--- src/rtl/i2c_rf_pkg.sv ---
package i2c_rf_pkg;
    typedef enum logic [3:0] {
        ST_IDLE,
        ST_DEV,
        ST_DEV_ACK,
        ST_SUB,
        ST_SUB_ACK,
        ST_WR,
        ST_WR_ACK,
        ST_RD_LOAD,
        ST_RD,
        ST_RD_ACK,
        ST_SKIP
    } rf_state_e;
endpackage

--- src/rtl/i2c_line_sync.sv ---
module i2c_line_sync #(
    parameter int STAGES = 2
) (
    input  logic clk,
    input  logic rst_n,
    input  logic scl_in,
    input  logic sda_in,
    output logic scl_s,
    output logic sda_s,
    output logic scl_rise,
    output logic scl_fall,
    output logic start_det,
    output logic stop_det
);
    logic [STAGES-1:0] scl_pipe;
    logic [STAGES-1:0] sda_pipe;
    logic              scl_q;
    logic              sda_q;

    generate
        if (STAGES > 1) begin : g_multi
            always_ff @(posedge clk or negedge rst_n) begin
                if (!rst_n) begin
                    scl_pipe <= '1;
                    sda_pipe <= '1;
                end else begin
                    scl_pipe <= {scl_pipe[STAGES-2:0], scl_in};
                    sda_pipe <= {sda_pipe[STAGES-2:0], sda_in};
                end
            end
        end else begin : g_single
            always_ff @(posedge clk or negedge rst_n) begin
                if (!rst_n) begin
                    scl_pipe <= '1;
                    sda_pipe <= '1;
                end else begin
                    scl_pipe[0] <= scl_in;
                    sda_pipe[0] <= sda_in;
                end
            end
        end
    endgenerate

    assign scl_s = scl_pipe[STAGES-1];
    assign sda_s = sda_pipe[STAGES-1];

    always_ff @(posedge clk or negedge rst_n) begin
        if (!rst_n) begin
            scl_q <= 1'b1;
            sda_q <= 1'b1;
        end else begin
            scl_q <= scl_s;
            sda_q <= sda_s;
        end
    end

    assign scl_rise  = scl_s & ~scl_q;
    assign scl_fall  = ~scl_s & scl_q;
    assign start_det = scl_s & scl_q & sda_q & ~sda_s;
    assign stop_det  = scl_s & scl_q & ~sda_q & sda_s;
endmodule

--- src/rtl/i2c_sub_ptr.sv ---
module i2c_sub_ptr #(
    parameter int AW = 7
) (
    input  logic          clk,
    input  logic          rst_n,
    input  logic          load,
    input  logic [AW-1:0] load_addr,
    input  logic          load_inc,
    input  logic          step,
    output logic [AW-1:0] addr,
    output logic          auto_inc
);
    always_ff @(posedge clk or negedge rst_n) begin
        if (!rst_n) begin
            addr     <= '0;
            auto_inc <= 1'b0;
        end else if (load) begin
            addr     <= load_addr;
            auto_inc <= load_inc;
        end else if (step && auto_inc) begin
            addr     <= addr + AW'(1);
        end
    end
endmodule

--- src/rtl/i2c_regfile_slave.sv ---
module i2c_regfile_slave
    import i2c_rf_pkg::*;
#(
    parameter logic [6:0] DEV_ADDR    = 7'h5C,
    parameter int         STRETCH     = 24,
    parameter int         SYNC_STAGES = 2
) (
    input  logic       clk,
    input  logic       rst_n,
    input  logic       scl_i,
    input  logic       sda_i,
    output logic       sda_oe,
    output logic       scl_hold,
    output logic [6:0] reg_addr,
    output logic [7:0] reg_wdata,
    output logic       reg_we,
    input  logic [7:0] reg_rdata
);
    localparam int BYTE_W = 8;
    localparam int RA_W   = 7;
    localparam int CNT_W  = $clog2(BYTE_W + 1);
    localparam int HOLD_W = $clog2(STRETCH + 1);
    localparam logic [CNT_W-1:0]  CNT_FULL = CNT_W'(BYTE_W);
    localparam logic [CNT_W-1:0]  CNT_LAST = CNT_W'(BYTE_W - 1);
    localparam logic [HOLD_W-1:0] HOLD_END = HOLD_W'(STRETCH - 1);

    rf_state_e          state, nstate;
    logic               scl_s, sda_s, scl_rise, scl_fall, start_det, stop_det;
    logic [CNT_W-1:0]   bit_cnt;
    logic [BYTE_W-1:0]  rx_sh, tx_sh;
    logic [HOLD_W-1:0]  hold_cnt;
    logic               rw_q, mack_q;
    logic               byte_in_done;
    logic               ptr_load, ptr_step, auto_inc;

    i2c_line_sync #(.STAGES(SYNC_STAGES)) u_sync (
        .clk       (clk),
        .rst_n     (rst_n),
        .scl_in    (scl_i),
        .sda_in    (sda_i),
        .scl_s     (scl_s),
        .sda_s     (sda_s),
        .scl_rise  (scl_rise),
        .scl_fall  (scl_fall),
        .start_det (start_det),
        .stop_det  (stop_det)
    );

    assign byte_in_done = scl_fall && (bit_cnt == CNT_FULL);
    assign ptr_load     = (state == ST_SUB) && byte_in_done;
    assign ptr_step     = ((state == ST_WR) && byte_in_done) ||
                          ((state == ST_RD_LOAD) && (nstate == ST_RD));

    i2c_sub_ptr #(.AW(RA_W)) u_ptr (
        .clk       (clk),
        .rst_n     (rst_n),
        .load      (ptr_load),
        .load_addr (rx_sh[RA_W-1:0]),
        .load_inc  (rx_sh[BYTE_W-1]),
        .step      (ptr_step),
        .addr      (reg_addr),
        .auto_inc  (auto_inc)
    );

    // State register
    always_ff @(posedge clk or negedge rst_n) begin
        if (!rst_n) state <= ST_IDLE;
        else        state <= nstate;
    end

    // Next-state logic
    always_comb begin
        nstate = state;
        if (start_det) begin
            nstate = ST_DEV;
        end else if (stop_det) begin
            nstate = ST_IDLE;
        end else begin
            unique case (state)
                ST_IDLE:    nstate = ST_IDLE;
                ST_DEV:     if (byte_in_done)
                                nstate = (rx_sh[7:1] == DEV_ADDR) ? ST_DEV_ACK : ST_SKIP;
                ST_DEV_ACK: if (scl_fall) nstate = rw_q ? ST_RD_LOAD : ST_SUB;
                ST_SUB:     if (byte_in_done) nstate = ST_SUB_ACK;
                ST_SUB_ACK: if (scl_fall) nstate = ST_WR;
                ST_WR:      if (byte_in_done) nstate = ST_WR_ACK;
                ST_WR_ACK:  if (scl_fall) nstate = ST_WR;
                ST_RD_LOAD: if (hold_cnt == HOLD_END) nstate = ST_RD;
                ST_RD:      if (scl_fall && bit_cnt == CNT_LAST) nstate = ST_RD_ACK;
                ST_RD_ACK:  if (scl_fall) nstate = mack_q ? ST_RD_LOAD : ST_SKIP;
                ST_SKIP:    nstate = ST_SKIP;
                default:    nstate = ST_IDLE;
            endcase
        end
    end

    // Datapath registers
    always_ff @(posedge clk or negedge rst_n) begin
        if (!rst_n) begin
            bit_cnt  <= '0;
            rx_sh    <= '0;
            tx_sh    <= '0;
            hold_cnt <= '0;
            rw_q     <= 1'b0;
            mack_q   <= 1'b0;
        end else begin
            if (start_det || nstate != state) begin
                bit_cnt <= '0;
            end else if (scl_rise && (state == ST_DEV || state == ST_SUB || state == ST_WR)) begin
                bit_cnt <= bit_cnt + CNT_W'(1);
            end else if (scl_fall && state == ST_RD) begin
                bit_cnt <= bit_cnt + CNT_W'(1);
            end

            if (scl_rise && (state == ST_DEV || state == ST_SUB || state == ST_WR))
                rx_sh <= {rx_sh[BYTE_W-2:0], sda_s};

            if (state == ST_DEV && byte_in_done)
                rw_q <= rx_sh[0];

            if (state == ST_RD_LOAD) begin
                hold_cnt <= hold_cnt + HOLD_W'(1);
                if (nstate == ST_RD) tx_sh <= reg_rdata;
            end else begin
                hold_cnt <= '0;
                if (state == ST_RD && scl_fall)
                    tx_sh <= {tx_sh[BYTE_W-2:0], 1'b1};
            end

            if (state == ST_RD_ACK && scl_rise)
                mack_q <= ~sda_s;
        end
    end

    // Outputs
    always_comb begin
        sda_oe    = 1'b0;
        scl_hold  = 1'b0;
        reg_we    = 1'b0;
        reg_wdata = rx_sh;
        unique case (state)
            ST_DEV_ACK, ST_SUB_ACK, ST_WR_ACK: sda_oe = 1'b1;
            ST_RD:      sda_oe   = ~tx_sh[BYTE_W-1];
            ST_RD_LOAD: scl_hold = 1'b1;
            ST_WR:      reg_we   = byte_in_done && !start_det && !stop_det;
            default:    ;
        endcase
    end
endmodule

--- config.mk ---
export PLATFORM = sky130hd
export DESIGN_NAME = i2c_regfile_slave
export DESIGN_NICKNAME = d
export VERILOG_FILES = /design/src/rtl/i2c_rf_pkg.sv /design/src/rtl/i2c_line_sync.sv /design/src/rtl/i2c_sub_ptr.sv /design/src/rtl/i2c_regfile_slave.sv
export SDC_FILE = /design/constraint.sdc
export NUM_CORES = 1
export LEC_CHECK = 0
export ABC_AREA = 1
export ABC_CLOCK_PERIOD_IN_PS = 2200
export BUFFER_PORTS_ARGS = -buffer_cell sky130_fd_sc_hd__buf_2
export CAP_MARGIN = 20
export CORE_MARGIN = 4
export CORE_UTILIZATION = 55
export CTS_CLUSTER_DIAMETER = 60
export CTS_CLUSTER_SIZE = 12
export DETAILED_ROUTE_END_ITERATION = 6
export PLACE_DENSITY = 0.73
export SYNTH_ARGS = -nofsm -noshare
export SYNTH_HDL_FRONTEND = slang
export SYNTH_HIERARCHICAL = 1
export SYNTH_SLANG_ARGS = --single-unit
--- constraint.sdc ---
create_clock -name clk -period 2.2 [get_ports clk]
set_input_delay 0.44 -clock clk [delete_from_list [all_inputs] [get_ports clk]]
set_output_delay 0.44 -clock clk [all_outputs]
set_load 0.02 [all_outputs]
==> results.cfg, run 1 <==
[die]
rows = 24
die_area_um2 = 5760
die_x_um = 75.9
io_pins = 30
start_util = 0.575
die_h_um = 75.9
core_um2 = 4410

[power_and_ir_drop]
clock_power_share = 0.282
finalPower_mw = 1.91
power.density_nw_per_um2 = 649
p_leak_nw = 1.57
combPwrFrac = 0.197
p_seq_frac = 0.522
intPower_mw = 1.29
p_sw_frac = 0.328
peakVddDrop_uv = 485
netSwitchingPower_mw = 0.627

[final_layout]
drive_gt1_frac = 0.227
diodes = 0
final_cells = 444
syn2layout_area_growth_pct = 16.1
nFillCells = 389
nNetsFinal = 407
multiInputGateArea_um2 = 1200
register_area_um2 = 1130

[global_routing]
grt_usage = 0.196
grt_max_degree = 26
grt_pass1_wl_mm = 9.40
antenna_found_initial = 0
grt_pass1_vias = 2092
overflow = 0

[clock_network]
clock-root-buffer = clkbuf_8
clkLatencyLatePin_ns = 0.30
numCtsBuffers = 5
cts.sink_count = 45
cts_tree = yes
htree_levels = 2
clockBufferDepth = 2
path_clk_slew_ns = 0.09
hold_buffers = 0

[critical_path]
cp.required_ns = 1.76
crit_fanout = 5
criticalPathCategory = flop to output pin
start_kind = flop
crit_path_end_kind = output pin
worstPathArrival_ns = 1.65

[place]
place_hpwl_mm = 3.98
dp.cells = 431
gp_congestion = 1.04
port_buffers = 29

[sta]
slew_headroom = 0.667
slew_violations = 0
worst_pin_slew_ns = 0.500
clock_skew_ns = 0.00732
fin_crit_sh = 0.951
max_freq_ghz = 0.478
hold_viol_final = 0
period_minus_slack_ns = 2.09
hold_slack_ns = 0.0964
setup_viol = 0
rsz0062_at_grt = true

[drt]
drtAntennaViolNets = 0
avgRoutedWirePerCell_um = 12.2
drt_iter0_markers = 125
wirelength_mm = 5.40
vias_per_cell = 5.03
via_count = 2235
dr.pass1.iters = 5
drc = 0

[worst_hold_path]
hold_path.class = input pin to asynchronous set/reset pin

[synth]
synth_xor_area_frac = 0.0207
ys_seq_area_frac = 0.447
ys_ff_latch = 45
yosysMostFrequentCell = nand2_1
async_flop_share = 1.00
ys.flop_type = dfrtp_1
syn_area_um2 = 2540
yosys.area.top_type = dfrtp_1
yosys-mux-area-fraction = 0
ys_top_cells_by_area = dfrtp_1 (38%), nand2_1 (17%), inv_1 (6.8%), dfstp_2 (6.2%), nor2_1 (5.2%)
synth_fa_ha_area_frac = 0.0197
netlist_instances = 349
avgSynthCellArea_um2 = 7.27
yosysTopAreaCellShare = 0.385
ys_types = 26
synth_top_family_by_area = simple AND/OR/NAND/NOR gates
yosys-top-cells-count = nand2_1 (117), inv_1 (46), dfrtp_1 (39), nor2_1 (35), o21ai_0 (22)
yosys.area_share.simple = 0.332
synth_edf_count = 0
ys_warn_count = 6
syn-num-nets = 365
synth_compound_gate_area_share = 0.0873

[flow_run]
drv_cap = 0

[status]
status = completed
==> power groups by stage <==
stage | logic (mW) | clock network, mW | registers (mW)
after global placement | 0.366 | 0 | 1.01
after floorplan | 0.150 | 0 | 1.07
final | 0.376 | 0.539 | 0.998
after detailed placement | 0.372 | 0 | 1.01
after CTS | 0.375 | 0.551 | 0.997
after global routing | 0.419 | 0.584 | 1.01
==> repair_timing <==
action	4_1_cts	5_1_grt
endpoints found under the setup margin	1	17
endpoints found under the hold margin	0	0
setup buffers	2	4
pin swaps	1	10
gates resized for setup	4	10
==> flip-flops by register name (all words and copies together) (netlist names) <==
| signal | count |
|---|---|
| reg_wdata | 8 |
| tx_sh | 8 |
| u_ptr/addr | 7 |
| hold_cnt | 5 |
| bit_cnt | 4 |
| state | 4 |
| u_sync/scl_pipe | 2 |
| u_sync/sda_pipe | 2 |
| mack_q | 1 |
| rw_q | 1 |
| u_ptr/auto_inc | 1 |
| u_sync/scl_q | 1 |
| u_sync/sda_q | 1 |
==> cells in the final DEF (no fill, tap or decap), drive strengths merged, types with 3 or more instances in the layout <==
cell	count
nand2	126
inv	52
nor2	41
buf	41
dfrtp	39
o21ai	30
nand3	22
xor2	6
clkbuf	6
dfstp	6
a21oi	5
nand4	4
ha	4
o21bai	3
nor3	3
==> stage by stage <==
stage	util	cell area, µm²	setup slack, ns	TNS (ns)
after CTS	0.654	2890	0.0227	0
after detailed placement	0.627	2770	0.0189	0
after floorplan	-	2540	0.212	0
after global routing	0.667	2950	-0.0163	-0.0485
after global placement	0.627	2770	0.123	0
final	0.667	2950	0.107	0
==> cells by family after synthesis <==
| logic type | count (synthesis) |
|---|---|
| compound gates | 40 |
| flops | 45 |
| fa+ha+maj | 4 |
| buf+inv | 58 |
| simple gates | 196 |
| xor+xnor | 6 |
==> worst max-delay path, stage by stage (launching register included) <==
cell     delay (ns)
dfstp_2        0.55
inv_1          0.06
nor2_4         0.16
nand2_1        0.08
nor2_2         0.13
nand2_2        0.09
nor3_2         0.12
buf_4          0.16
==> final timing paths <==
check	startpoint	end	slack (ns)	cells past startpoint
worst max-delay path	u_sync/scl_q$_DFF_PN1_	reg_we	0.11	7
worst min-delay path	rst_n	tx_sh[1]$_DFFE_PN0P_	0.1	1
worst max register to register	u_sync/scl_q$_DFF_PN1_	u_ptr/addr[5]$_DFFE_PN0P_	0.16	18
worst min register to register	u_sync/scl_pipe[0]$_DFF_PN1_	u_sync/scl_pipe[1]$_DFF_PN1_	0.36	0
max in group asynchronous	rst_n	u_sync/scl_pipe[1]$_DFF_PN1_	1.52	2
min in group clk	sda_i	u_sync/sda_pipe[0]$_DFF_PN1_	0.23	1
==> cell type report <==
| cell class | count | area share |
|---|---|---|
| clock inverter | 2 | 0.00467 |
| multi-input combinational | 246 | 0.409 |
| timing repair buffer | 41 | 0.0850 |
| inverter | 52 | 0.0663 |
| tap | 52 | 0.0221 |
| sequential | 45 | 0.385 |
| clock buffer | 6 | 0.0280 |
==> layer usage <==
metal | up-vias | track usage | wire length (µm)
li1 | 1166 | - | -
met1 | 1008 | 0.285 | 2550
met2 | 50 | 0.289 | 2470
met3 | 11 | 0.0344 | 271
met4 | 0 | 0.0747 | 108
met5 | - | 0 | 0
(Power assumes the default switching activity.)
==> run 2, diff against run 1 <==
Settings changed: GPL_TIMING_DRIVEN set to 0, SKIP_CTS_REPAIR_TIMING set to 1.
==> run 2 against run 1 <==
Compared with the run above: setup slack worse by 0.098 ns; power grew 5.2%; hold slack gained 0.15 ns; flip-flop and latch count stayed put; clock power grew 19%; register-to-register slack lost 0.13 ns; utilization rose by 1.6 points; non-clock buffer count unchanged; sequential power about the same; final area rose by 2.4%; clock-buffer cell count unchanged; combinational power about the same; largest cell class unchanged; highest routed layer unchanged.
==> results.cfg, run 2 (synthesis gave the netlist of run 1 again) <==
[die]
die_h_um = 75.9
rows = 24
core_um2 = 4410
io_pins = 30
die_x_um = 75.9
die_area_um2 = 5760
start_util = 0.575

[place]
dpl-instance-area_um2 = 2750
port_buffers = 29
place_ws_ns = -0.135
place_hpwl_mm = 3.80
gp_congestion = 0.927
dp.cells = 430

[critical_path]
crit_path_end_kind = output pin
critical_path_buf_inv_count = 3
start_kind = flop
crit_fanout = 6
path_cells = inv_2 > nor2_1 > buf_4 > nand2_1 > nor2_4 > nand2_4 > nor3_2 > buf_4
worstReg2RegEnd = u_ptr/addr[6]$_DFFE_PN0P_
cp_slowest_stage_delay_ns = 0.56
r2r_slack_ns = 0.03
cp.required_ns = 1.76
criticalPathCategory = flop to output pin
crit_top_cell = buf_4
slowest_stage = dfstp_2
worstPathArrival_ns = 1.75
cpLargestDelayFamily = flip-flops
r2r-start = u_sync/scl_q$_DFF_PN1_
rr_worst_depth = 20

[worst_hold_path]
min_from = sda_i
hold_path.class = input pin to flop
holdPathEnd = u_sync/sda_pipe[0]$_DFF_PN1_
min_path_cells = 1

[clock_network]
clock-root-buffer = clkbuf_8
clockBufferDepth = 2
clkLatencyLatePin_ns = 0.29
numCtsBuffers = 5
cts.sink_count = 45
htree_levels = 2
cts_tree = yes
path_clk_slew_ns = 0.08

[final_layout]
nNetsFinal = 407
final_common_cell = nand2_1
final_cell_mix = nand2_1 (111), inv_1 (44), dfrtp_1 (39)
final_cells = 444
syn2layout_area_growth_pct = 18.9
finalInstanceArea_um2 = 3020
diodes = 0
drive_gt1_frac = 0.232
utilization = 0.683

[global_routing]
grt_pass1_vias = 2070
overflow = 0
antenna_found_initial = 0
grt_usage = 0.185
grt_pass1_wl_mm = 8.96
grt_max_degree = 46

[sta]
slew_headroom = 0.763
fin_crit_sh = 0.996
clock_skew_ns = 0.00850
setup_viol = 0
hold_slack_ns = 0.243
worst_pin_slew_ns = 0.354
setup_tns_ns = 0
period_minus_slack_ns = 2.19
worst_slack_ns = 0.00829
hold_viol_final = 0
slew_violations = 0
rsz0062_at_grt = true
max_freq_ghz = 0.456

[power_and_ir_drop]
peakVddDrop_uv = 425
finalPower_mw = 2.01
p_leak_nw = 1.60
power.density_nw_per_um2 = 667

[drt]
drt_iter0_markers = 79
avgRoutedWirePerCell_um = 11.9
via_count = 2213
dr.pass1.iters = 4
wirelength_mm = 5.29
drc = 0
drtAntennaViolNets = 0
vias_per_cell = 4.98

[flow_run]
drv_cap = 0

[status]
status = completed
==> run 2: worst max-delay path by stage <==
stage | cells past startpoint | from | to
floorplan | 20 | u_sync/scl_q$_DFF_PN1_ | u_ptr/addr[5]$_DFFE_PN0P_
global placement | 20 | u_sync/scl_q$_DFF_PN1_ | u_ptr/addr[5]$_DFFE_PN0P_
detailed placement | 20 | u_sync/scl_q$_DFF_PN1_ | u_ptr/addr[5]$_DFFE_PN0P_
CTS | 8 | u_sync/scl_q$_DFF_PN1_ | reg_we
global route | 20 | u_sync/scl_q$_DFF_PN1_ | u_ptr/addr[5]$_DFFE_PN0P_
finish | 8 | u_sync/scl_q$_DFF_PN1_ | reg_we
==> run 2: where the power goes <==
part,switching [mW],internal [mW],leakage [nW]
clock,0.273,0.369,0.0574
sequential,0.0877,0.908,0.549
combinational,0.250,0.123,0.989
total,0.611,1.40,1.60
==> run 2: routing by layer <==
metal  share of wire  global-route usage
met3           0.045              0.0427
met5               0                   0
met2            0.46               0.300
met4           0.014              0.0712
met1            0.48               0.239
==> run 2: final cells by class <==
type / instances / area, µm²
Clock buffer: 6 / 82.6
Buffer: 6 / 48.8
Sequential cell: 45 / 1130
Fill cell: 374 / 1400
Multi-Input combinational cell: 246 / 1240
Timing Repair Buffer: 35 / 208
Tap cell: 52 / 65.1
Clock inverter: 2 / 37.5
Inverter: 52 / 200
==> run 2: worst register-to-register path: cells and delay by family, from the launching register on <==
family / cells / cell delay [ns]
flops: 1 / 0.56
compound gates: 1 / 0.08
buf+inv: 6 / 0.41
simple gates: 13 / 1.03
==> run 3, diff against run 2 <==
Settings changed: PLACE_DENSITY 0.73 to unset, PLACE_DENSITY_LB_ADDON set to 0.1.
==> run 3 against run 2 <==
Compared with the run above: die area unchanged; clock-buffer cell count unchanged; via count increased by 1.6%; largest cell class unchanged; clock skew decreased by 0.0024 ns; critical path type unchanged.
==> results.cfg, run 3 (synthesis gave the netlist of run 1 again) <==
[status]
status = completed

[clock_network]
clock-root-buffer = clkbuf_8
numCtsBuffers = 5
path_clk_slew_ns = 0.09
cts.sink_count = 45
clockBufferDepth = 2
clkLatencyLatePin_ns = 0.29
htree_levels = 2
cts_tree = yes

[final_layout]
drive_gt1_frac = 0.230
syn2layout_area_growth_pct = 17.5
final_common_cell = nand2_1
diodes = 0
nFillCells = 401
final_cell_mix = nand2_1 (111), inv_1 (45), dfrtp_1 (39)
nNetsFinal = 407
finalInstanceArea_um2 = 2980

[place]
place_ws_ns = -0.131
place_hpwl_mm = 3.84
dpl-instance-area_um2 = 2750
port_buffers = 29
gp_congestion = 0.906

[sta]
slew_violations = 0
hold_slack_ns = 0.0424
slew_headroom = 0.765
fin_crit_sh = 0.985
worst_slack_ns = 0.0325
hold_viol_final = 0
clock_skew_ns = 0.00613
setup_viol = 0
worst_pin_slew_ns = 0.353
setup_tns_ns = 0
period_minus_slack_ns = 2.17
rsz0062_at_grt = true
max_freq_ghz = 0.461

[global_routing]
grt_usage = 0.188
grt_pass1_wl_mm = 9.25
overflow = 0
grt_pass1_vias = 2074
grt_max_degree = 46
antenna_found_initial = 0

[critical_path]
crit_path_end_kind = output pin
cp.required_ns = 1.76
r2r-start = u_sync/scl_q$_DFF_PN1_
rr_worst_depth = 20
worstReg2RegEnd = u_ptr/addr[6]$_DFFE_PN0P_
worstPathArrival_ns = 1.73
r2r_slack_ns = 0.06
crit_fanout = 8
start_kind = flop
criticalPathCategory = flop to output pin

[power_and_ir_drop]
power.density_nw_per_um2 = 626
p_leak_nw = 1.58
peakVddDrop_uv = 443
finalPower_mw = 1.86

[drt]
drc = 0
vias_per_cell = 5.06
via_count = 2248
dr.pass1.iters = 4
wirelength_mm = 5.17
drtAntennaViolNets = 0
drt_iter0_markers = 113
avgRoutedWirePerCell_um = 11.7

[die]
core_um2 = 4410
die_h_um = 75.9
die_area_um2 = 5760
io_pins = 30
die_x_um = 75.9
rows = 24
start_util = 0.575

[flow_run]
drv_cap = 0

[worst_hold_path]
hold_path.class = input pin to asynchronous set/reset pin
==> run 3: per-layer routing <==
layer,up-vias,routed length [µm],global-route usage,part of all wire
li1,1166,-,-,-
met5,-,0,0,0
met3,6,214,0.0367,0.041
met4,0,63,0.0427,0.012
met1,1032,2520,0.261,0.49
met2,44,2380,0.303,0.46
==> run 3: power by group <==
| group | switching [mW] | internal, mW |
|---|---|---|
| logic | 0.246 | 0.122 |
| registers | 0.0882 | 0.908 |
| clock network | 0.276 | 0.224 |
| total | 0.611 | 1.25 |
==> run 3: through the flow <==
| step | util | instances |
|---|---|---|
| after floorplan | - | 349 |
| after global placement | 0.622 | 430 |
| after detailed placement | 0.622 | 430 |
| after CTS | 0.642 | 438 |
| after global routing | 0.675 | 444 |
| final | 0.675 | 444 |
==> run 3: final cells by class <==
cell class | count | area (µm²) | share of cell area
Buffer | 6 | 48.8 | 0.0164
Clock buffer | 6 | 72.6 | 0.0243
Inverter | 52 | 200 | 0.0672
Sequential cell | 45 | 1130 | 0.380
Clock inverter | 2 | 15.0 | 0.00504
Timing Repair Buffer | 35 | 205 | 0.0688
Tap cell | 52 | 65.1 | 0.0218
Multi-Input combinational cell | 246 | 1240 | 0.416
==> run 3: worst max path at each step <==
stage / slack, ns / endpoint / startpoint
after floorplan: 0.21 / u_ptr/addr[5]$_DFFE_PN0P_ / u_sync/scl_q$_DFF_PN1_
after global placement: -0.13 / u_ptr/addr[5]$_DFFE_PN0P_ / u_sync/scl_q$_DFF_PN1_
after detailed placement: -0.13 / u_ptr/addr[5]$_DFFE_PN0P_ / u_sync/scl_q$_DFF_PN1_
after CTS: -0.16 / reg_we / u_sync/scl_q$_DFF_PN1_
after global routing: -0.11 / u_ptr/addr[6]$_DFFE_PN0P_ / u_sync/scl_q$_DFF_PN1_
final: 0.03 / reg_we / u_sync/scl_q$_DFF_PN1_
==> run 3: worst max-delay path: stages (launching register included) <==
cell and delay [ns]:
dfstp_2 0.53, inv_1 0.03, nor2_1 0.09, buf_4 0.17, nand2_1 0.10, nor2_4 0.15, nand2_4 0.09, nor3_2 0.11
buf_4 0.16
